[src/rtl/dcu_pkg.sv]
package dcu_pkg;
  localparam int CTR_W      = 32;
  localparam int NUM_CTR    = 2;
  localparam int REG_W      = NUM_CTR * CTR_W;
  localparam int SEL_W      = 4;
  localparam int CTX_W      = 2;
  localparam int N_CTX      = 3;
  localparam int EN_LSB     = 0;
  localparam int IRQ_EN_BIT = 3;
  localparam int SEL_LSB    = 8;
  localparam int SEL_STRIDE = 8;
  localparam int FLAG_LSB   = 24;

  typedef enum logic [CTX_W-1:0] {
    CTX_USER = 2'd0,
    CTX_SUPV = 2'd1,
    CTX_HYPV = 2'd2,
    CTX_RSVD = 2'd3
  } ctx_e;

  typedef struct packed {
    logic [NUM_CTR-1:0][SEL_W-1:0] sel;
    logic                          irq_en;
    logic [N_CTX-1:0]              ctx_en;
  } ctl_t;

  // Counting allowed in this context?
  function automatic logic ctx_gate(logic [N_CTX-1:0] en, logic [CTX_W-1:0] cx);
    logic r;
    r = 1'b0;
    for (int i = 0; i < N_CTX; i++)
      if (cx == CTX_W'(i) && en[i]) r = 1'b1;
    return r;
  endfunction

  // Counter i lives in register half (NUM_CTR-1-i): counter 0 on top.
  function automatic int half_of(int i);
    return NUM_CTR - 1 - i;
  endfunction

  function automatic logic [REG_W-1:0] pack_ctl(ctl_t c, logic [NUM_CTR-1:0] flg);
    logic [REG_W-1:0] r;
    r = '0;
    r[EN_LSB +: N_CTX] = c.ctx_en;
    r[IRQ_EN_BIT]      = c.irq_en;
    for (int i = 0; i < NUM_CTR; i++)
      r[SEL_LSB + i*SEL_STRIDE +: SEL_W] = c.sel[i];
    r[FLAG_LSB +: NUM_CTR] = flg;
    return r;
  endfunction

  function automatic ctl_t unpack_ctl(logic [REG_W-1:0] d);
    ctl_t c;
    c.ctx_en = d[EN_LSB +: N_CTX];
    c.irq_en = d[IRQ_EN_BIT];
    for (int i = 0; i < NUM_CTR; i++)
      c.sel[i] = d[SEL_LSB + i*SEL_STRIDE +: SEL_W];
    return c;
  endfunction

  function automatic logic at_top(logic [CTR_W-1:0] v);
    return &v;
  endfunction
endpackage

[src/rtl/evt_mux.sv]
module evt_mux #(
  parameter int NUM_EVT = 10,
  parameter int SEL_W   = 4
) (
  input  logic [NUM_EVT-1:0] strobes,
  input  logic [SEL_W-1:0]   sel,
  output logic               hit
);
  localparam int PAD = 1 << SEL_W;

  logic [PAD-1:0] padded;

  for (genvar j = 0; j < PAD; j++) begin : g_pad
    if (j < NUM_EVT) begin : g_live
      assign padded[j] = strobes[j];
    end else begin : g_zero
      assign padded[j] = 1'b0;
    end
  end

  assign hit = padded[sel];

  // out-of-range selects never produce a hit
  always_comb begin
    if (32'(sel) >= NUM_EVT)
      a_r8_oob_silent: assert (!hit);
  end
endmodule

[src/rtl/ctr_slice.sv]
module ctr_slice #(
  parameter int CTR_W = 32
) (
  input  logic             clk,
  input  logic             rst_n,
  input  logic             inc,
  input  logic             wr,
  input  logic [CTR_W-1:0] wdata,
  output logic [CTR_W-1:0] cnt,
  output logic             wrap_evt
);
  import dcu_pkg::*;

  assign wrap_evt = inc && !wr && at_top(cnt);

  always_ff @(posedge clk) begin
    if (!rst_n)   cnt <= '0;
    else if (wr)  cnt <= wdata;
    else if (inc) cnt <= cnt + 1'b1;
  end

  a_r9_write_wins: assert property (@(posedge clk) disable iff (!rst_n)
    wr |=> cnt == $past(wdata));
  a_r2_step: assert property (@(posedge clk) disable iff (!rst_n)
    (inc && !wr) |=> cnt == CTR_W'($past(cnt) + 1));
  a_r2_hold: assert property (@(posedge clk) disable iff (!rst_n)
    (!inc && !wr) |=> $stable(cnt));
  a_r5_wrap_zero: assert property (@(posedge clk) disable iff (!rst_n)
    wrap_evt |=> cnt == '0);
endmodule

[src/rtl/ctl_reg.sv]
module ctl_reg
  import dcu_pkg::*;
(
  input  logic               clk,
  input  logic               rst_n,
  input  logic               wr,
  input  logic [REG_W-1:0]   wdata,
  input  logic [NUM_CTR-1:0] wrap,
  output ctl_t               ctl,
  output logic [NUM_CTR-1:0] flags,
  output logic               irq
);
  logic unused_bits;
  assign unused_bits = ^wdata;

  always_ff @(posedge clk) begin
    if (!rst_n) begin
      ctl   <= '0;
      flags <= '0;
    end else if (wr) begin
      ctl   <= unpack_ctl(wdata);
      flags <= '0;
    end else begin
      flags <= flags | wrap;
    end
  end

  assign irq = ctl.irq_en && (|flags);

  a_r7_clear: assert property (@(posedge clk) disable iff (!rst_n)
    wr |=> flags == '0);
  a_r5_sticky: assert property (@(posedge clk) disable iff (!rst_n)
    !wr |=> (flags & $past(flags)) == $past(flags));
  a_r5_set: assert property (@(posedge clk) disable iff (!rst_n)
    (!wr && |wrap) |=> (flags & $past(wrap)) == $past(wrap));
endmodule

[src/rtl/dual_evt_ctr_unit.sv]
module dual_evt_ctr_unit #(
  parameter int NUM_EVT = 10
) (
  input  logic                      clk,
  input  logic                      rst_n,
  input  logic [NUM_EVT-1:0]        evt_strobe,
  input  logic [1:0]                ctx,
  input  logic                      reg_wr,
  input  logic                      reg_addr,
  input  logic [1:0]                reg_be,
  input  logic [63:0]               reg_wdata,
  output logic [63:0]               reg_rdata,
  output logic                      irq
);
  import dcu_pkg::*;

  localparam logic ADDR_CTL = 1'b0;
  localparam logic ADDR_CTR = 1'b1;

  ctl_t               ctl;
  logic [NUM_CTR-1:0] flags;
  logic [NUM_CTR-1:0] hit, inc, wrap, ctr_wr;
  logic [REG_W-1:0]   ctr_bus;
  logic               count_ok;
  logic               ctl_wr;

  assign count_ok = ctx_gate(ctl.ctx_en, ctx);
  assign ctl_wr   = reg_wr && (reg_addr == ADDR_CTL);

  for (genvar i = 0; i < NUM_CTR; i++) begin : g_ctr
    localparam int H = half_of(i);
    logic [CTR_W-1:0] cnt;

    evt_mux #(.NUM_EVT(NUM_EVT), .SEL_W(SEL_W)) u_mux (
      .strobes (evt_strobe),
      .sel     (ctl.sel[i]),
      .hit     (hit[i])
    );

    assign inc[i]    = hit[i] && count_ok;
    assign ctr_wr[i] = reg_wr && (reg_addr == ADDR_CTR) && reg_be[H];

    ctr_slice #(.CTR_W(CTR_W)) u_slice (
      .clk      (clk),
      .rst_n    (rst_n),
      .inc      (inc[i]),
      .wr       (ctr_wr[i]),
      .wdata    (reg_wdata[H*CTR_W +: CTR_W]),
      .cnt      (cnt),
      .wrap_evt (wrap[i])
    );

    assign ctr_bus[H*CTR_W +: CTR_W] = cnt;
  end

  ctl_reg u_ctl (
    .clk   (clk),
    .rst_n (rst_n),
    .wr    (ctl_wr),
    .wdata (reg_wdata),
    .wrap  (wrap),
    .ctl   (ctl),
    .flags (flags),
    .irq   (irq)
  );

  assign reg_rdata = (reg_addr == ADDR_CTR) ? ctr_bus : pack_ctl(ctl, flags);

  a_r3_gated: assert property (@(posedge clk) disable iff (!rst_n)
    (ctl.ctx_en == '0) |-> (inc == '0));
  a_r2_rsvd_ctx: assert property (@(posedge clk) disable iff (!rst_n)
    (ctx == CTX_RSVD) |-> (inc == '0));
  a_r6_ack: assert property (@(posedge clk) disable iff (!rst_n)
    ctl_wr |=> !irq);
  a_r6_raise: assert property (@(posedge clk) disable iff (!rst_n)
    (!ctl_wr && ctl.irq_en && |wrap) |=> irq);
endmodule

[config.mk]
export PLATFORM = sky130hd
export DESIGN_NAME = dual_evt_ctr_unit
export DESIGN_NICKNAME = d
export VERILOG_FILES = /design/src/rtl/dcu_pkg.sv /design/src/rtl/evt_mux.sv /design/src/rtl/ctr_slice.sv /design/src/rtl/ctl_reg.sv /design/src/rtl/dual_evt_ctr_unit.sv
export SDC_FILE = /design/constraint.sdc
export NUM_CORES = 1
export LEC_CHECK = 0
export ABC_AREA = 1
export BUFFER_PORTS_ARGS = -buffer_cell sky130_fd_sc_hd__buf_2
export CORE_ASPECT_RATIO = 1.25
export CORE_MARGIN = 2
export CORE_UTILIZATION = 50
export CTS_CLUSTER_DIAMETER = 150
export CTS_CLUSTER_SIZE = 20
export DETAILED_ROUTE_END_ITERATION = 16
export GPL_TIMING_DRIVEN = 0
export PLACE_DENSITY = 0.75
export REMOVE_ABC_BUFFERS = 1
export SYNTH_ARGS = -nofsm -noshare
export SYNTH_HDL_FRONTEND = slang
export SYNTH_SLANG_ARGS = --single-unit
[constraint.sdc]
create_clock -name clk -period 3 [get_ports clk]
set_input_delay 0.9 -clock clk [delete_from_list [all_inputs] [get_ports clk]]
set_output_delay 0.9 -clock clk [all_outputs]
set_load 0.01 [all_outputs]
==> reports/qor.csv, run 1 <==
metric,value,unit
cts-root-buf,clkbuf_16,
relSlewSlack,0.0989,
fin_crit_sh,0.941,
drtIter0Drc,438,
critPathKind,input pin to primary output,
wire_per_inst,13.0,µm
clock_skew,0.00495,ns
syn_area,0.00657,mm²
synth-seq-cells,78,
yosysWarnings,0,
die_y,132,µm
route.vias.total,7657,
final_cells,1510,
holdBufCountCts,0,
start_util,0.514,
ir_worst_vdd,0.227,mV
worstSetupStartpointType,input pin,
hp-class,register to register,
grt_pass1_vias,6908,
cpPeakStageDelay,0.47,ns
coreArea,0.0128,mm²
drive_above_1_share,0.150,
track_usage,0.275,
final-max-slew-violation-count,0,
avgSynthCellArea,5.36,µm²
synth_cell_types,37,
rsz0062_at_grt,no,
cts_htree_levels,3,
final_area,0.00758,mm²
leakagePower,4.04,nW
cts_inserted_buffers,9,
path_max_fanout,79,
nNetsFinal,1421,
antenna_found_initial,0,
routed_wl,19.6,mm
drc,0,
final_common_cell,nand2_1,
gpl.final_weighted_congestion,0.938,
drtPass1Iterations,5,
layout_common_cells,"453 x nand2_1, 202 x nor2_1, 152 x inv_1",
status,"finished, final reports clean",
finalSetupViolCount,0,
ios,147,
cts.reportedPaths.clkPinSlew,0.06,ns
async_flop_share,0,
synth_top_area_share,0.259,
path_cells,"buf_6, o21ai_0, buf_2",
worst_path_max_delay_cell,buf_6,
hold_viol,0,
port_buffers,146,
ctsLongestPathBuffers,2,
cts_sinks,78,
worst-endpoint-arrival,1.92,ns
min_period,2.82,ns
vias_per_cell,5.07,
grt_max_degree,79,
whs,0.468,ns
synth_area_leaders,"nand2_1 26%, dfxtp_1 24%, nor2_1 12%, nand3_1 10%, inv_1 8.7%",
antenna_cells,0,
critPathBufInv,2,
area_growth,15.3,%
cp_num_cells,3,
critPathTopFamily,buffers and inverters,
min_path_cells,2,
max_freq,354,MHz
cap_viol_max_count,0,
syn_inst,1227,
synth_edf_count,0,
grt-ovfl-total,0,
postRouteAntennaNets,0,
dp_cells,1493,
cts_tree,yes,
ys_seq_area_frac,0.238,
placed_cell_area,0.00723,mm²
fp-row-count,46,
p_per_area,416,mW/mm²
clock_latency,0.34,ns
end_kind,primary output,
crit_required,2.10,ns
worstMarginPinSlew,1.35,ns
grt_pass1_wl,31.8,mm
synth_top_cell_by_area,nand2_1,
place.detailed.hpwl,13.8,mm
reg2reg_depth,10,
largest_reg_flops,64,
die_w,107,µm
synth-main-ff-cell,dfxtp_1,
die_area,0.0141,mm²
## power by group
| group | internal (W) | leakage (nW) | switching (W) |
|---|---|---|---|
| logic | 0.000265 | 3.25 | 0.000437 |
| clock network | 0.000750 | 0.157 | 0.000456 |
| registers | 0.00113 | 0.640 | 0.000119 |
| total | 0.00214 | 4.04 | 0.00101 |
## metrics by stage
| step | util | total power, W | setup slack, ns | setup TNS, ns |
|---|---|---|---|---|
| 2_1_floorplan | - | 0.00170 | 0.187 | 0 |
| 3_3_place_gp | 0.566 | 0.00195 | -1.92 | -107.71 |
| 4_1_cts | 0.592 | 0.00316 | 0.199 | 0 |
| 3_5_place_dp | 0.566 | 0.00196 | -1.93 | -112.33 |
| 5_1_grt | 0.593 | 0.00332 | 0.0699 | 0 |
| 6_report | 0.593 | 0.00315 | 0.176 | 0 |
## path summary, 6_finish.rpt
path	start	to	slack [ns]
max reg2reg	u_ctl.ctl[4]$_SDFFE_PN0P_	g_ctr[0].u_slice.cnt[18]$_SDFFE_PN0P_	0.74
min	u_ctl.ctl[0]$_SDFFE_PN0P_	u_ctl.ctl[0]$_SDFFE_PN0P_	0.47
max	reg_addr	reg_rdata[10]	0.18
min reg2reg	u_ctl.ctl[0]$_SDFFE_PN0P_	u_ctl.ctl[0]$_SDFFE_PN0P_	0.47
## what timing repair did
item	CTS	global route
endpoints found under the setup margin	130	9
pin swaps	2	1
gates cloned	0	1
resized for setup	6	0
buffers inserted	0	0
## cells in the mapped netlist (2+ instances only)
cell      instances
dfxtp_1          78
nor3_1            2
inv_1           152
nor2_2           12
a21oi_1          22
nand3_1         137
clkinv_1          2
nand2_2           7
buf_6             8
ha_1              2
clkbuf_8          2
buf_2            11
a31oi_1           4
nand4_1          10
clkbuf_1         23
inv_2             5
nand3_2           3
nand3b_1          8
xnor2_1           2
nor2_1          202
nor2_4            4
buf_4             3
xor2_1           10
nand2_1         453
o21ai_1           2
o21ai_0          52
## layer usage
layer,global-route usage,wire (µm),vias to the layer above
met3,0.0336,922,48
met4,0.122,735,0
li1,-,-,3999
met1,0.307,7820,3385
met2,0.513,10200,225
met5,0,0,-
## cell families (layout without fill, tap and decap cells)
family | after synthesis | after routing | synth area share
and+or+nand+nor | 844 | 845 | 0.540
buffers and inverters | 208 | 322 | 0.136
AOI/OAI and AO/OA | 83 | 83 | 0.0674
DFF | 78 | 78 | 0.238
xor gates and xnor gates | 12 | 12 | 0.0160
adders and majority gates | 2 | 2 | 0.00381
## layout make-up
type                            instances  area, µm²
Sequential cell                        78       1560
Clock inverter                          4       70.1
Multi-Input combinational cell        942       4140
Timing Repair Buffer                  146        737
Inverter                              160        613
Fill cell                            1437       5200
Clock buffer                           12        246
Tap cell                              168        210
## tightest hold or removal path, delay by kind of cell (launching register included)
kind,cells,cell delay [ns]
AO/OA/AOI/OAI,1,0.05
buffers and inverters,1,0.06
flip-flops,1,0.31
Note: power is estimated with default switching activity, not from simulation.
==> run 2, diff against run 1 <==
--- a/config.mk
+++ b/config.mk
@@ -9,12 +9,12 @@
 export BUFFER_PORTS_ARGS = -buffer_cell sky130_fd_sc_hd__buf_2
 export CORE_ASPECT_RATIO = 1.25
 export CORE_MARGIN = 2
-export CORE_UTILIZATION = 50
+export CORE_UTILIZATION = 40
 export CTS_CLUSTER_DIAMETER = 150
 export CTS_CLUSTER_SIZE = 20
 export DETAILED_ROUTE_END_ITERATION = 16
 export GPL_TIMING_DRIVEN = 0
-export PLACE_DENSITY = 0.75
+export RECOVER_POWER = 100
 export REMOVE_ABC_BUFFERS = 1
 export SYNTH_ARGS = -nofsm -noshare
 export SYNTH_HDL_FRONTEND = slang
==> run 2 against run 1 <==
  * Flip-flop and latch count did not move
  * Combinational power decreased by 2%
  * Routed wire length increased by 4.9%
  * Fmax about the same
  * Clock power is 9.9% higher
==> reports/qor.csv, run 2 (same netlist as run 1, synthesis figures left out) <==
metric,value,unit,change
rsz0062_at_grt,no,,unchanged
holdBufCountCts,0,,unchanged
cts-root-buf,clkbuf_16,,unchanged
largest_reg_flops,64,,unchanged
crit_required,2.10,ns,about the same
worstMarginPinSlew,1.38,ns,was 1.35 ns
place.detailed.hpwl,14.5,mm,was 13.8 mm
leakagePower,3.78,nW,was 4.04 nW
cts_htree_levels,3,,unchanged
drc,0,,unchanged
dp_cells,1541,,was 1493
postRouteAntennaNets,0,,unchanged
routed_wl,20.6,mm,was 19.6 mm
die_w,119,µm,was 107 µm
dp_slack,-1.41,ns,was -1.93 ns
p_per_area,431,mW/mm²,was 416 mW/mm²
end_kind,primary output,,unchanged
drtPass1Iterations,5,,unchanged
track_usage,0.233,,was 0.275
die_area,0.0175,mm²,was 0.0141 mm²
layout_common_cells,"454 x nand2_1, 203 x nor2_1, 152 x inv_1",,"was 453 x nand2_1, 202 x nor2_1, 152 x inv_1"
finalSetupViolCount,0,,unchanged
nNetsFinal,1421,,unchanged
min_period,2.82,ns,about the same
ir_worst_vdd,0.203,mV,was 0.227 mV
wire_per_inst,13.2,µm,was 13.0 µm
fp-row-count,52,,was 46
clock_skew,0.0103,ns,was 0.00495 ns
vias_per_cell,4.79,,was 5.07
antenna_cells,0,,unchanged
grt-ovfl-total,0,,unchanged
max_freq,354,MHz,about the same
grt_pass1_wl,33.0,mm,was 31.8 mm
final-max-slew-violation-count,0,,unchanged
path_cells,"buf_8, inv_1, o21ai_0, clkbuf_1",,"was buf_6, o21ai_0, buf_2"
hp-class,register to register,,unchanged
route.vias.total,7465,,was 7657
coreArea,0.0161,mm²,was 0.0128 mm²
worstSetupStartpointType,input pin,,unchanged
cap_viol_max_count,0,,unchanged
grt_pass1_vias,6882,,was 6908
grt_max_degree,79,,unchanged
area_growth,15.3,%,about the same
worst-endpoint-arrival,1.92,ns,about the same
clock_latency,0.36,ns,was 0.34 ns
cts.reportedPaths.clkPinSlew,0.06,ns,about the same
ios,147,,unchanged
path_max_fanout,79,,unchanged
ctsLongestPathBuffers,2,,unchanged
cts_sinks,78,,unchanged
die_y,147,µm,was 132 µm
start_util,0.407,,was 0.514
final_cells,1558,,was 1510
cpPeakStageDelay,0.38,ns,was 0.47 ns
gpl.final_weighted_congestion,0.923,,was 0.938
final_common_cell,nand2_1,,unchanged
fin_ws,0.179,ns,was 0.176 ns
port_buffers,146,,unchanged
antenna_found_initial,0,,unchanged
fin_crit_sh,0.940,,was 0.941
drive_above_1_share,0.0991,,was 0.150
hold_viol,0,,unchanged
fin_setup_tns,0,ns,unchanged
drtIter0Drc,513,,was 438
cts_tree,yes,,unchanged
fin_util,0.470,,was 0.593
worst_path_max_delay_cell,buf_8,,was buf_6
critPathKind,input pin to primary output,,unchanged
cts_inserted_buffers,9,,unchanged
status,"finished, final reports clean",,unchanged
relSlewSlack,0.0744,,was 0.0989
-- run 2: path summary, 6_finish.rpt --
| kind | depth (start not counted) | from | to | slack (ns) |
|---|---|---|---|---|
| max | 4 | reg_addr | reg_rdata[1] | 0.18 |
| min | 2 | u_ctl.ctl[0]$_SDFFE_PN0P_ | u_ctl.ctl[0]$_SDFFE_PN0P_ | 0.48 |
| max reg2reg | 11 | u_ctl.ctl[4]$_SDFFE_PN0P_ | g_ctr[0].u_slice.cnt[12]$_SDFFE_PN0P_ | 0.69 |
| min reg2reg | 2 | u_ctl.ctl[0]$_SDFFE_PN0P_ | u_ctl.ctl[0]$_SDFFE_PN0P_ | 0.48 |
-- run 2: per-stage QoR --
stage	hold slack, ns	total power [W]	cell area, µm²
final	0.477	0.00327	7580
after global routing	0.503	0.00345	7580
after CTS	0.477	0.00331	7660
after detailed placement	0.466	0.00197	7290
after global placement	0.462	0.00196	7290
after floorplan	0.439	0.00170	6290
-- run 2: layout make-up --
cell class                 count  area [µm²]
fill                        1958        8560
tap                          216         270
multi-input combinational    942        4130
clock inverter                 5         106
clock buffer                  11         243
inverter                     160         611
sequential                    78        1560
timing repair buffer         146         662
-- run 2: critical path, delay by kind of cell --
| kind | cells | cell delay [ns] |
|---|---|---|
| compound gates | 1 | 0.27 |
| buf+inv | 3 | 0.72 |
-- run 2: timing repair --
action | CTS | global route
resized for setup | 5 | 2
gates cloned | 0 | 1
setup buffers | 0 | 0
endpoints found under the setup margin | 67 | 11
pin swaps | 2 | 1
endpoints found under the hold margin | 0 | 0
-- run 2: where the power goes --
group / switching, W / total (W) / internal, W
registers: 0.000121 / 0.00125 / 0.00113
logic: 0.000436 / 0.000689 / 0.000253
clock network: 0.000496 / 0.00133 / 0.000839
total: 0.00105 / 0.00327 / 0.00222
-- run 2: metal layers --
metal	global-route usage	vias to the layer above	wire length, µm
li1	-	3997	-
met1	0.259	3268	8310
met2	0.443	168	10800
met3	0.0361	32	915
met4	0.0821	0	599
met5	0	-	0
==> run 3, diff against run 2 <==
--- a/config.mk
+++ b/config.mk
@@ -10,6 +10,7 @@
 export CORE_ASPECT_RATIO = 1.25
 export CORE_MARGIN = 2
 export CORE_UTILIZATION = 40
+export CTS_BUF_LIST = sky130_fd_sc_hd__clkbuf_4
 export CTS_CLUSTER_DIAMETER = 150
 export CTS_CLUSTER_SIZE = 20
 export DETAILED_ROUTE_END_ITERATION = 16
==> run 3 against run 2 <==
  * Non-clock buffer count unchanged
  * Combinational power fell by 1%
  * Setup slack lost 0.017 ns
  * First-iteration DRC count down 15%
  * Clock skew is 0.0095 ns higher
  * Sequential power about the same
  * Die area unchanged
  * Clock power fell by 34%
  * Sequential share of layout area rose by 0.53 points
  * Fmax down 0.59%
  * Final cell count unchanged
  * Register-to-register slack got worse by 0.04 ns
  * Critical path type unchanged
  * Highest routed layer unchanged
==> reports/qor.csv, run 3 (same netlist as run 1, synthesis figures left out) <==
metric,value,unit,change
worstMarginPinSlew,0.795,ns,was 1.38 ns
fp-row-count,52,,unchanged
busiest_layer,met2,,unchanged
total_power,0.00280,W,was 0.00327 W
leakagePower,3.71,nW,was 3.78 nW
drtPass1Iterations,7,,was 5
rsz0062_at_grt,no,,unchanged
die_area,0.0175,mm²,unchanged
place.detailed.hpwl,14.5,mm,unchanged
gr-usage-met1,0.258,,was 0.259
gr-usage-met3,0.0345,,was 0.0361
port_buffers,146,,unchanged
worstSetupStartpointType,input pin,,unchanged
final_common_cell,nand2_1,,unchanged
cts_tree,yes,,unchanged
grt_max_degree,79,,unchanged
cts_setup_buffers,0,,unchanged
fin_crit_sh,0.946,,was 0.940
drc,0,,unchanged
grtUsageMet2,0.438,,was 0.443
antenna_found_initial,1,,was 0
critPathKind,input pin to primary output,,unchanged
crit_required,2.10,ns,about the same
cts_htree_levels,3,,unchanged
drtIter0Drc,435,,was 513
ir_worst_vdd,0.203,mV,about the same
grt-ovfl-total,0,,unchanged
die_w,119,µm,unchanged
ios,147,,unchanged
grt_pass1_vias,6858,,was 6882
relSlewSlack,0.470,,was 0.0744
finalSetupViolCount,0,,unchanged
cts-root-buf,clkbuf_4,,was clkbuf_16
cts_sinks,78,,unchanged
hold_viol,0,,unchanged
track_usage,0.232,,was 0.233
ctsLongestPathBuffers,2,,unchanged
die_y,147,µm,unchanged
path_max_fanout,78,,was 79
route.vias.total,7433,,was 7465
p_per_area,379,mW/mm²,was 431 mW/mm²
routed_wl,20.3,mm,was 20.6 mm
status,"finished, final reports clean",,unchanged
max_freq,352,MHz,was 354 MHz
worst-endpoint-arrival,1.94,ns,was 1.92 ns
clock_latency,0.49,ns,was 0.36 ns
start_util,0.407,,unchanged
postRouteAntennaNets,0,,unchanged
end_kind,primary output,,unchanged
grt_pass1_wl,32.8,mm,was 33.0 mm
hp-class,register to register,,unchanged
drive_above_1_share,0.0984,,was 0.0991
cap_viol_max_count,0,,unchanged
cts.reportedPaths.clkPinSlew,0.13,ns,was 0.06 ns
vias_per_cell,4.77,,was 4.79
coreArea,0.0161,mm²,unchanged
gpl.final_weighted_congestion,0.923,,unchanged
nNetsFinal,1420,,was 1421
clock_skew,0.0198,ns,was 0.0103 ns
final-max-slew-violation-count,0,,unchanged
layout_common_cells,"455 x nand2_1, 204 x nor2_1, 152 x inv_1",,"was 454 x nand2_1, 203 x nor2_1, 152 x inv_1"
min_period,2.84,ns,was 2.82 ns
cts_inserted_buffers,9,,unchanged
fin_setup_tns,0,ns,unchanged
area_growth,12.4,%,was 15.3%
wire_per_inst,13.0,µm,was 13.2 µm
largest_reg_flops,64,,unchanged
==> run 3: cell count changes in the layout (fill, tap and decap cells not counted), sizes merged <==
cell    previous run  this run
clkinv             3         5
clkbuf            76        75
diode              0         1
inv              158       157
nand3            142       141
==> run 3: layer usage <==
layer  wire length (µm)  vias up
met5                  0        -
met4                602        0
met3                876       33
met2              10500      160
met1               8330     3248
li1                   -     3992
==> run 3: final timing paths <==
check	from	to	slack (ns)	depth (start not counted)
max	reg_addr	reg_rdata[2]	0.16	4
min	u_ctl.ctl[0]$_SDFFE_PN0P_	u_ctl.ctl[0]$_SDFFE_PN0P_	0.49	2
max reg2reg	u_ctl.ctl[4]$_SDFFE_PN0P_	g_ctr[0].u_slice.cnt[12]$_SDFFE_PN0P_	0.65	11
min reg2reg	u_ctl.ctl[0]$_SDFFE_PN0P_	u_ctl.ctl[0]$_SDFFE_PN0P_	0.49	2
==> run 3: critical path, stage by stage <==
cell and delay [ns]:
clkbuf_8 0.44, inv_1 0.16, o21ai_0 0.24, buf_2 0.17
==> run 3: final cells by class <==
class | count | area, µm²
Fill cell | 1981 | 8750
Multi-Input combinational cell | 941 | 4100
Sequential cell | 78 | 1560
Timing Repair Buffer | 146 | 662
Inverter | 160 | 606
Tap cell | 216 | 270
Clock inverter | 6 | 110
Clock buffer | 10 | 75.1
Antenna cell | 1 | 2.50
==> run 3: per-stage QoR <==
| step | hold WS [ns] | utilization | std cells | setup slack, ns | cell area [µm²] |
|---|---|---|---|---|---|
| global route | 0.513 | 0.458 | 1558 | 0.00829 | 7390 |
| detailed placement | 0.466 | 0.452 | 1541 | -1.41 | 7290 |
| global placement | 0.462 | 0.452 | 1541 | -2.10 | 7290 |
| CTS | 0.487 | 0.464 | 1557 | 0.129 | 7490 |
| finish | 0.487 | 0.458 | 1558 | 0.162 | 7390 |
| floorplan | 0.439 | - | 1179 | 0.187 | 6290 |
==> run 3: report_power, final <==
| group | internal, W | total [W] | switching (W) |
|---|---|---|---|
| Clock | 0.000429 | 0.000872 | 0.000443 |
| Combinational | 0.000250 | 0.000679 | 0.000429 |
| Sequential | 0.00113 | 0.00125 | 0.000121 |
==> run 3: what timing repair did <==
item	in CTS	in global routing
endpoints found under the hold margin	0	0
gates resized for setup	4	1
gates cloned	0	0
hold buffers	0	0
endpoints found under the setup margin	66	1
